$ cat config.mk
export PLATFORM = sky130hd
export DESIGN_NAME = irq_flag_ctrl
export DESIGN_NICKNAME = d
export VERILOG_FILES = /design/src/rtl/irq_regs_pkg.sv /design/src/rtl/irq_flag_bank.sv /design/src/rtl/irq_enable_bank.sv /design/src/rtl/irq_summary.sv /design/src/rtl/irq_flag_ctrl.sv
export SDC_FILE = /design/constraint.sdc
export NUM_CORES = 1
export LEC_CHECK = 0
export BUFFER_PORTS_ARGS = -buffer_cell sky130_fd_sc_hd__buf_4
export CAP_MARGIN = 20
export CORE_MARGIN = 2
export CORE_UTILIZATION = 30
export DETAILED_ROUTE_END_ITERATION = 10
export PLACE_DENSITY_LB_ADDON = 0.2
export SETUP_SLACK_MARGIN = 0.2
export SYNTH_ARGS = -nofsm -noshare
export SYNTH_HDL_FRONTEND = slang
export SYNTH_SLANG_ARGS = --single-unit
$ cat constraint.sdc
create_clock -name clk -period 1.61 [get_ports clk]
set_input_delay 0.322 -clock clk [delete_from_list [all_inputs] [get_ports clk]]
set_output_delay 0.322 -clock clk [all_outputs]
set_load 0.01 [all_outputs]
$ cat src/rtl/irq_regs_pkg.sv
package irq_regs_pkg;
   typedef enum logic {
      ENA_CLEAR = 1'b0,
      ENA_SET   = 1'b1
   } ena_op_e;

   localparam int TMR1_SRC = 6;
   localparam int TMR2_SRC = 5;
endpackage

$ cat src/rtl/irq_flag_bank.sv
module irq_flag_bank #(
   parameter int NSRC = 7
) (
   input  logic            clk,
   input  logic            rst_n,
   input  logic [NSRC-1:0] set_i,
   input  logic [NSRC-1:0] clr_i,
   output logic [NSRC-1:0] flag_o,
   output logic [NSRC-1:0] flag_nxt_o
);
   initial assert (NSRC >= 1) else $error("NSRC must be at least 1");

   for (genvar i = 0; i < NSRC; i++) begin : g_bit
      logic q;
      logic nxt;
      always_comb nxt = set_i[i] | (q & ~clr_i[i]);
      always_ff @(posedge clk or negedge rst_n) begin
         if (!rst_n) q <= 1'b0;
         else        q <= nxt;
      end
      assign flag_o[i]     = q;
      assign flag_nxt_o[i] = nxt;
   end

   AST_SET_STICKS: assert property (@(posedge clk) disable iff (!rst_n)
      (set_i != '0) |=> ((flag_o & $past(set_i)) == $past(set_i)));
   AST_CLR_TAKES: assert property (@(posedge clk) disable iff (!rst_n)
      ((clr_i & ~set_i) != '0) |=> ((flag_o & $past(clr_i & ~set_i)) == '0));
   AST_FLAG_HOLD: assert property (@(posedge clk) disable iff (!rst_n)
      (set_i == '0 && clr_i == '0) |=> $stable(flag_o));
endmodule

$ cat src/rtl/irq_enable_bank.sv
module irq_enable_bank
   import irq_regs_pkg::*;
#(
   parameter int NSRC = 7
) (
   input  logic            clk,
   input  logic            rst_n,
   input  logic            wr_i,
   input  ena_op_e         op_i,
   input  logic [NSRC-1:0] mask_i,
   output logic [NSRC-1:0] ena_o,
   output logic [NSRC-1:0] ena_nxt_o
);
   logic [NSRC-1:0] ena_q;

   always_comb begin
      ena_nxt_o = ena_q;
      if (wr_i) begin
         if (op_i == ENA_SET) ena_nxt_o = ena_q | mask_i;
         else                 ena_nxt_o = ena_q & ~mask_i;
      end
   end

   always_ff @(posedge clk or negedge rst_n) begin
      if (!rst_n) ena_q <= '0;
      else        ena_q <= ena_nxt_o;
   end

   assign ena_o = ena_q;

   AST_ENA_SET: assert property (@(posedge clk) disable iff (!rst_n)
      (wr_i && op_i == ENA_SET) |=> ((ena_o & $past(mask_i)) == $past(mask_i)));
   AST_ENA_CLR: assert property (@(posedge clk) disable iff (!rst_n)
      (wr_i && op_i == ENA_CLEAR) |=> ((ena_o & $past(mask_i)) == '0));
   AST_ENA_HOLD: assert property (@(posedge clk) disable iff (!rst_n)
      !wr_i |=> $stable(ena_o));
endmodule

$ cat src/rtl/irq_summary.sv
module irq_summary #(
   parameter int NSRC = 7
) (
   input  logic            clk,
   input  logic            rst_n,
   input  logic [NSRC-1:0] flag_nxt_i,
   input  logic [NSRC-1:0] ena_nxt_i,
   output logic            irq_o
);
   always_ff @(posedge clk or negedge rst_n) begin
      if (!rst_n) irq_o <= 1'b0;
      else        irq_o <= |(flag_nxt_i & ena_nxt_i);
   end
endmodule

$ cat src/rtl/irq_flag_ctrl.sv
module irq_flag_ctrl
   import irq_regs_pkg::*;
#(
   parameter int DATA_W   = 8,
   parameter int ADDR_W   = 4,
   parameter int FLAG_OFS = 13,
   parameter int ENA_OFS  = 14
) (
   input  logic              clk,
   input  logic              rst_n,
   input  logic [ADDR_W-1:0] reg_sel,
   input  logic              wr_en,
   input  logic [DATA_W-1:0] wr_data,
   output logic [DATA_W-1:0] rd_data,
   input  logic [DATA_W-2:0] src_set,
   input  logic [DATA_W-2:0] src_clr,
   output logic              irq
);
   localparam int NSRC = DATA_W - 1;
   localparam logic [ADDR_W-1:0] FLAG_SEL = ADDR_W'(FLAG_OFS);
   localparam logic [ADDR_W-1:0] ENA_SEL  = ADDR_W'(ENA_OFS);

   initial begin
      assert (DATA_W >= 2) else $error("DATA_W too small");
      assert (FLAG_OFS != ENA_OFS) else $error("offsets collide");
      assert (FLAG_OFS < (1 << ADDR_W) && ENA_OFS < (1 << ADDR_W))
         else $error("offset outside address range");
      assert (TMR1_SRC < NSRC && TMR2_SRC < NSRC) else $error("timer source out of range");
   end

   logic            hit_flag_wr;
   logic            hit_ena_wr;
   logic [NSRC-1:0] sw_clr;
   logic [NSRC-1:0] flag_q;
   logic [NSRC-1:0] flag_nxt;
   logic [NSRC-1:0] ena_q;
   logic [NSRC-1:0] ena_nxt;
   logic            pending;
   ena_op_e         ena_op;

   assign hit_flag_wr = wr_en && (reg_sel == FLAG_SEL);
   assign hit_ena_wr  = wr_en && (reg_sel == ENA_SEL);
   assign sw_clr      = hit_flag_wr ? wr_data[NSRC-1:0] : '0;
   assign ena_op      = ena_op_e'(wr_data[DATA_W-1]);

   irq_flag_bank #(.NSRC(NSRC)) i_flags (
      .clk(clk), .rst_n(rst_n),
      .set_i(src_set), .clr_i(sw_clr | src_clr),
      .flag_o(flag_q), .flag_nxt_o(flag_nxt)
   );

   irq_enable_bank #(.NSRC(NSRC)) i_enables (
      .clk(clk), .rst_n(rst_n),
      .wr_i(hit_ena_wr), .op_i(ena_op), .mask_i(wr_data[NSRC-1:0]),
      .ena_o(ena_q), .ena_nxt_o(ena_nxt)
   );

   irq_summary #(.NSRC(NSRC)) i_summary (
      .clk(clk), .rst_n(rst_n),
      .flag_nxt_i(flag_nxt), .ena_nxt_i(ena_nxt),
      .irq_o(irq)
   );

   assign pending = |(flag_q & ena_q);

   always_comb begin
      if (reg_sel == FLAG_SEL)     rd_data = {pending, flag_q};
      else if (reg_sel == ENA_SEL) rd_data = {1'b1, ena_q};
      else                         rd_data = '0;
   end

   AST_IRQ_MATCH: assert property (@(posedge clk) disable iff (!rst_n)
      irq == |(flag_q & ena_q));
   AST_W1C_FLAG: assert property (@(posedge clk) disable iff (!rst_n)
      (hit_flag_wr && src_set == '0) |=> ((flag_q & $past(wr_data[NSRC-1:0])) == '0));
   AST_POLL_SET: assert property (@(posedge clk) disable iff (!rst_n)
      (src_set != '0 && ena_q == '0 && !hit_ena_wr) |=> (flag_q != '0 && !irq));
endmodule

==> impl_results.md, run 1 <==
* Crit end category: output pin
* Min-delay src: src_set[2]
* Post-route cell area at between 1000 and 1500 um^2
* Share of layout cells above drive strength 1 at between 60% and 70%
* Ant diodes at 0
* Vias in the first global route at 860
* Final cell count without fillers at 168
* Placed cell count at 154
* Fin Setup TNS at -0.2710 ns
* Clock tree sinks at 15
* Setup Skew at roughly 0.0064 ns
* Unrepaired setup endpoints after global routing: true
* Pins Over Slew Limit at 0
* Chip width at between 50 and 60 um
* First-pass GRT wire length at between 3000 and 4000 um
* Worst skew pair latency at about 0.29 ns
* Fin crit period at 1.881 ns
* Total track usage at 15.16%
* Peak supply drop at 0.4673 mV
* Syn Nets at 112
* Fin nets at approximately 170
* Post-synthesis sequential area ratio at roughly 44%
* Final core occ at between 50% and 60%
* Total power at around 1.0 mW
* Initial core utilization at between 30% and 40%
* Worst Hold Class: input port to flip-flop
* Syn_area_per_cell at around 10 um^2
* Data arrival, critical path at 1.56 ns
* # setup viols final at 1
* Failing checks: negative setup slack
* Final GP Congestion at roughly 0.8
* Worst Path Required at between 1 and 1.5 ns
* Area Overhead vs Synth at 67.26%
* Fmax at between 0.5 and 0.6 GHz
* Worst-margin pin slew at 0.3633 ns
* Tcrit/Tclk final at 116.8%
* # DRC at 0
* Rel. slew slack at about 76%
* DP Area at 1210 um^2
* Leak at between 0.6 and 0.7 nW
* Max cap viols at 0
* First-pass iteration count of the detailed router at 4
* WL final at ~2300 um
* Fill cells at 270
* Clk buf depth at 2
* Top Ports at 38
* Netlist cell types at 19
* DR iter-0 viols at 6
* Vias at around 860
* H-tree depth at 1
* Max FO, Critical Path at 2
* Avg WL per Cell at about 14 um
* Top post-synthesis cells by area: dfrtp_1 (44%), a22oi_1 (8.9%), nand3_1 (8.3%), a31o_2 (7.3%), mux2_2 (6.7%)
* Outcome: finished, violations left
* Total gr overflow at 0
* CTS buffer count at 3
* Pwr Density at around 740 nW/um^2
* Largest area contributor in the netlist: dfrtp_1
* Top cell type's share of synthesized area at between 40% and 50%
* Synth Register Bits at 15
* Hold_ws at about 0.23 ns
* Pin count of the biggest net entering global routing at 16
* Worst reg-to-reg setup slack at 0.31 ns
* Antenna violations before repair at 0
* Synth Instances at 83
* CTS tree: yes
* Critical Path Source: i_enables.ena_o[3]
* Final HPWL DP at 1776 um
* Clock Pin Slew Worst Setup and Hold Paths at ~0.09 ns
* Drt via density at around 5.1
* Dpl ws at -0.1133 ns
* Mapped Area at about 840 um^2
* Rows at 19
* R2r startpoint: i_enables.ena_o[3]
* Root Buffer: clkbuf_4
* Die Height at ~57 um
* Fin worst setup slack at -0.2710 ns
* Die Footprint at between 3000 and 4000 um^2
* Final hold vios at 0
* Core Area at between 2000 and 3000 um^2
* PortBufs at 37
* Critical path class: flip-flop to output pin
* Synthesis Warnings at 0
* Crit start category: flip-flop
* Antenna-violating nets left at 0
==> cell usage after synthesis (all sizes together) <==
library cell and instances:
a21oi 1, a222oi 1, a22o 2, a22oi 10, a31o 7, and2b 2
and3 1, buf 4, dfrtp 15, inv 7, mux2 7, nand2 2
nand3 15, nand4bb 1, nor2 8
==> critical path, cell delays in order, from the launching register on <==
cell      delay [ns]
dfrtp_1         0.39
a222oi_1        0.41
nand3_1         0.13
a21oi_1         0.14
nor2_1          0.05
buf_4           0.15
==> registers in the layout, summed over array words and instances (netlist names) <==
register         count
i_enables.ena_o      7
i_flags.g_bit.q      7
i_summary.irq_o      1
==> metal layers <==
layer / part of all wire (%) / GRT usage [%] / vias to the layer above / wire length, um
met5: 0 / 0 / - / 0
met4: 0.72 / 3.987 / 0 / 17
met3: 4.6 / 2.948 / 2 / 108
met2: 52 / 26.60 / 22 / 1219
met1: 43 / 19.08 / 417 / 1003
li1: - / - / 421 / -
==> logic make-up after synthesis <==
kind of cell           synth area share [%]
buffers and inverters                 7.259
multiplexers                          10.22
AND/OR/NAND/NOR                       18.08
AO/OA/AOI/OAI                         20.00
flip-flops                            44.44
==> cells in the final DEF, fill, tap and decap left out, drive strengths merged, types with 3 or more instances in the layout <==
cell and instances:
a22oi 10, a31o 7, buf 53, clkbuf 3, dfrtp 15, inv 7
mux2 7, nand3 15, nor2 8
==> final cells by class <==
cell class                 count  area [um^2]  share of cell area [%]
timing repair buffer          54        449.2                   31.80
tap                           31        38.79                   2.746
sequential                    15        375.4                   26.57
clock buffer                   3        22.52                   1.594
inverter                       7        26.28                   1.860
multi-input combinational     57        495.5                   35.08
clock inverter                 1        5.005                  0.3543
==> worst paths after layout <==
| kind | end | cells after the start |
|---|---|---|
| max in group asynchronous | i_flags.g_bit[6].q | 2 |
| max | rd_data[7] | 5 |
| min | i_flags.g_bit[2].q | 2 |
| max reg2reg | i_summary.irq_o | 4 |
| min reg2reg | i_enables.ena_o[1] | 1 |
| min in group asynchronous | i_flags.g_bit[2].q | 2 |
==> what timing repair did <==
action,4_1_cts,5_1_grt
hold buffers,1,0
buffers inserted,7,2
pin swaps,9,14
resized for setup,12,11
endpoints found under the hold margin,15,0
setup endpoints to repair,9,9
==> power breakdown <==
| group | switching, mW | internal, mW |
|---|---|---|
| registers | 0.0472 | 0.431 |
| logic | 0.131 | 0.212 |
| clock network | 0.125 | 0.0924 |
No activity file was read; power rests on OpenSTA's default activity.
==> run 2: changes to the inputs <==
--- a/config.mk
+++ b/config.mk
@@ -10,7 +10,6 @@
 export CORE_MARGIN = 2
 export CORE_UTILIZATION = 30
 export DETAILED_ROUTE_END_ITERATION = 10
-export PLACE_DENSITY_LB_ADDON = 0.2
 export SETUP_SLACK_MARGIN = 0.2
 export SYNTH_ARGS = -nofsm -noshare
 export SYNTH_HDL_FRONTEND = slang
==> run 2 against run 1 <==
  * Combinational power is 2% lower
  * Clock skew is 0.00090 ns lower
  * The flow still finishes with violations (negative setup slack)
  * Die area stayed put
  * Largest power group unchanged
  * Flip-flop and latch count stayed put
  * Global-route usage is 0.58 points higher
  * Hold slack better by 0.0013 ns
  * Critical path depth stayed put
  * Final area is 1.4% lower
  * Cell count is 0.60% higher
  * Worst setup slack better by 0.0016 ns
  * Critical path type unchanged
==> impl_results.md, run 2 (synthesis gave the netlist of run 1 again) <==
* Outcome: finished, violations left
* Failing checks: negative setup slack
* Fin worst setup slack at -0.2694 ns (+0.001555 ns)
* Worst skew pair latency at 0.28 ns (about the same)
* First-pass GRT wire length at 3974 um (+1.9%)
* Fin Setup TNS at -0.2694 ns (+0.001555 ns)
* Pwr Density at 741.8 nW/um^2 (+0.85%)
* Max cap viols at 0 (unchanged)
* Drt via density at 5.189 (+1.1%)
* DR iter-0 viols at 16 (+10)
* Initial core utilization at 31.16% (unchanged)
* Leak at 0.6571 nW (about the same)
* Critical path class: flip-flop to output pin
* Total gr overflow at 0 (unchanged)
* Pins Over Slew Limit at 0 (unchanged)
* Pin count of the biggest net entering global routing at 16 (unchanged)
* Dpl ws at -0.09982 ns (+0.01348 ns)
* Area Overhead vs Synth at 64.89%
* Fin crit period at 1.879 ns (-0.001555 ns)
* Clock tree sinks at 15 (unchanged)
* Fin nets at 168 (+0.60%)
* Final GP Congestion at 0.8378 (+6.7%)
* Worst Path Required at 1.29 ns (about the same)
* CTS buffer count at 3 (unchanged)
* First-pass iteration count of the detailed router at 5 (+1)
* Die Footprint at 3256 um^2 (unchanged)
* # setup viols final at 1 (unchanged)
* Clock Pin Slew Worst Setup and Hold Paths at 0.10 ns (about the same)
* Share of layout cells above drive strength 1 at 61.59% (-1.9 points)
* Total power at 1.033 mW (-0.58%)
* Antenna-violating nets left at 0 (unchanged)
* Commonest non-fill, non-tap cell in the layout: buf_4
* Max FO, Critical Path at 2 (unchanged)
* Fill cells at 280 (+3.7%)
* Setup Skew at 0.005531 ns (-0.0009019 ns)
* Final core occ at 51.39% (-0.74 points)
* Final HPWL DP at 1781 um (+0.24%)
* WL final at 2438 um (+3.8%)
* Hold_ws at 0.2351 ns (+0.001341 ns)
* Die Height at 57.06 um (unchanged)
* Tcrit/Tclk final at 116.7% (about the same)
* Ant diodes at 0 (unchanged)
* Chip width at 57.06 um (unchanged)
* Worst reg-to-reg setup slack at 0.27 ns (-0.04 ns)
* Root Buffer: clkbuf_4
* Core Area at 2710 um^2 (unchanged)
* Crit end category: output pin
* Rows at 19 (unchanged)
* Unrepaired setup endpoints after global routing: true
* Vias in the first global route at 858 (-0.23%)
* Final hold vios at 0 (unchanged)
* Worst-margin pin slew at 0.3573 ns (-0.006018 ns)
* Total track usage at 15.73% (+0.58 points)
* Vias at 877 (+1.7%)
* Peak supply drop at 0.5268 mV (+13%)
* Data arrival, critical path at 1.56 ns (about the same)
* H-tree depth at 1 (unchanged)
* Avg WL per Cell at 14.43 um (+3.2%)
* Rel. slew slack at 76.18% (+0.40 points)
* Worst Hold Class: input port to flip-flop
* Most frequent cells in the layout: buf_4 (44), dfrtp_1 (15), nand3_1 (11)
* Antenna violations before repair at 0 (unchanged)
* Clk buf depth at 2 (unchanged)
* Fmax at 0.5321 GHz (about the same)
* CTS tree: yes
* PortBufs at 37 (unchanged)
* Top Ports at 38 (unchanged)
* Crit start category: flip-flop
* # DRC at 0 (unchanged)
-- run 2: cell count changes in the layout (fill, tap and decap cells not counted) --
| cell | delta |
|---|---|
| a22oi_1 | +2 |
| a22oi_2 | -2 |
| a31o_2 | +1 |
| a31o_4 | -1 |
| buf_4 | +2 |
| buf_6 | -1 |
| nand3_1 | +1 |
| nand3_2 | -1 |
-- run 2: stage by stage --
stage	area, um^2	instances
4_1_cts	1370	167
5_1_grt	1393	169
3_3_place_gp	1225	156
2_1_floorplan	879.6	83
6_report	1393	169
3_5_place_dp	1225	156
-- run 2: layout make-up --
class	count	area, um^2	share of cell area (%)
timing repair buffer	55	452.9	32.52
multi-input combinational	57	471.7	33.87
inverter	7	26.28	1.887
sequential	15	375.4	26.95
clock inverter	1	5.005	0.3594
clock buffer	3	22.52	1.617
tap	31	38.79	2.785
-- run 2: worst paths after layout --
path / from / end / cells past startpoint
worst max-delay path: i_flags.g_bit[3].q / rd_data[7] / 5
worst min-delay path: src_set[0] / i_flags.g_bit[0].q / 2
worst max register to register: i_flags.g_bit[3].q / i_summary.irq_o / 5
worst min register to register: i_enables.ena_o[4] / i_enables.ena_o[4] / 1
max in group asynchronous: rst_n / i_flags.g_bit[4].q / 2
min in group asynchronous: rst_n / i_flags.g_bit[0].q / 2
-- run 2: repair_timing --
item | in CTS | in global routing
gates resized for setup | 16 | 2
pin swaps | 8 | 9
buffers inserted | 6 | 2
hold buffers | 1 | 0
setup endpoints to repair | 8 | 9
endpoints found under the hold margin | 15 | 0
-- run 2: power breakdown --
part / total (mW) / internal (mW) / leakage, nW / switching (mW)
Combinational: 0.338 / 0.209 / 0.464 / 0.129
Sequential: 0.478 / 0.431 / 0.176 / 0.0470
Clock: 0.217 / 0.0922 / 0.0177 / 0.124
Total: 1.03 / 0.732 / 0.657 / 0.301
-- run 2: worst max-delay path: stages, from the launching register on --
cell	delay (ns)
dfrtp_1	0.40
a222oi_1	0.40
nand3_1	0.11
a21oi_1	0.15
nor2_1	0.06
buf_4	0.16
-- run 2: per-layer routing --
metal | share of wire [%] | wire [um] | up-vias | global-route usage, %
li1 | - | - | 421 | -
met1 | 44 | 1083 | 422 | 20.11
met2 | 49 | 1204 | 30 | 26.27
met3 | 5.1 | 124 | 4 | 4.762
met4 | 1.0 | 25 | 0 | 3.654
met5 | 0 | 0 | - | 0
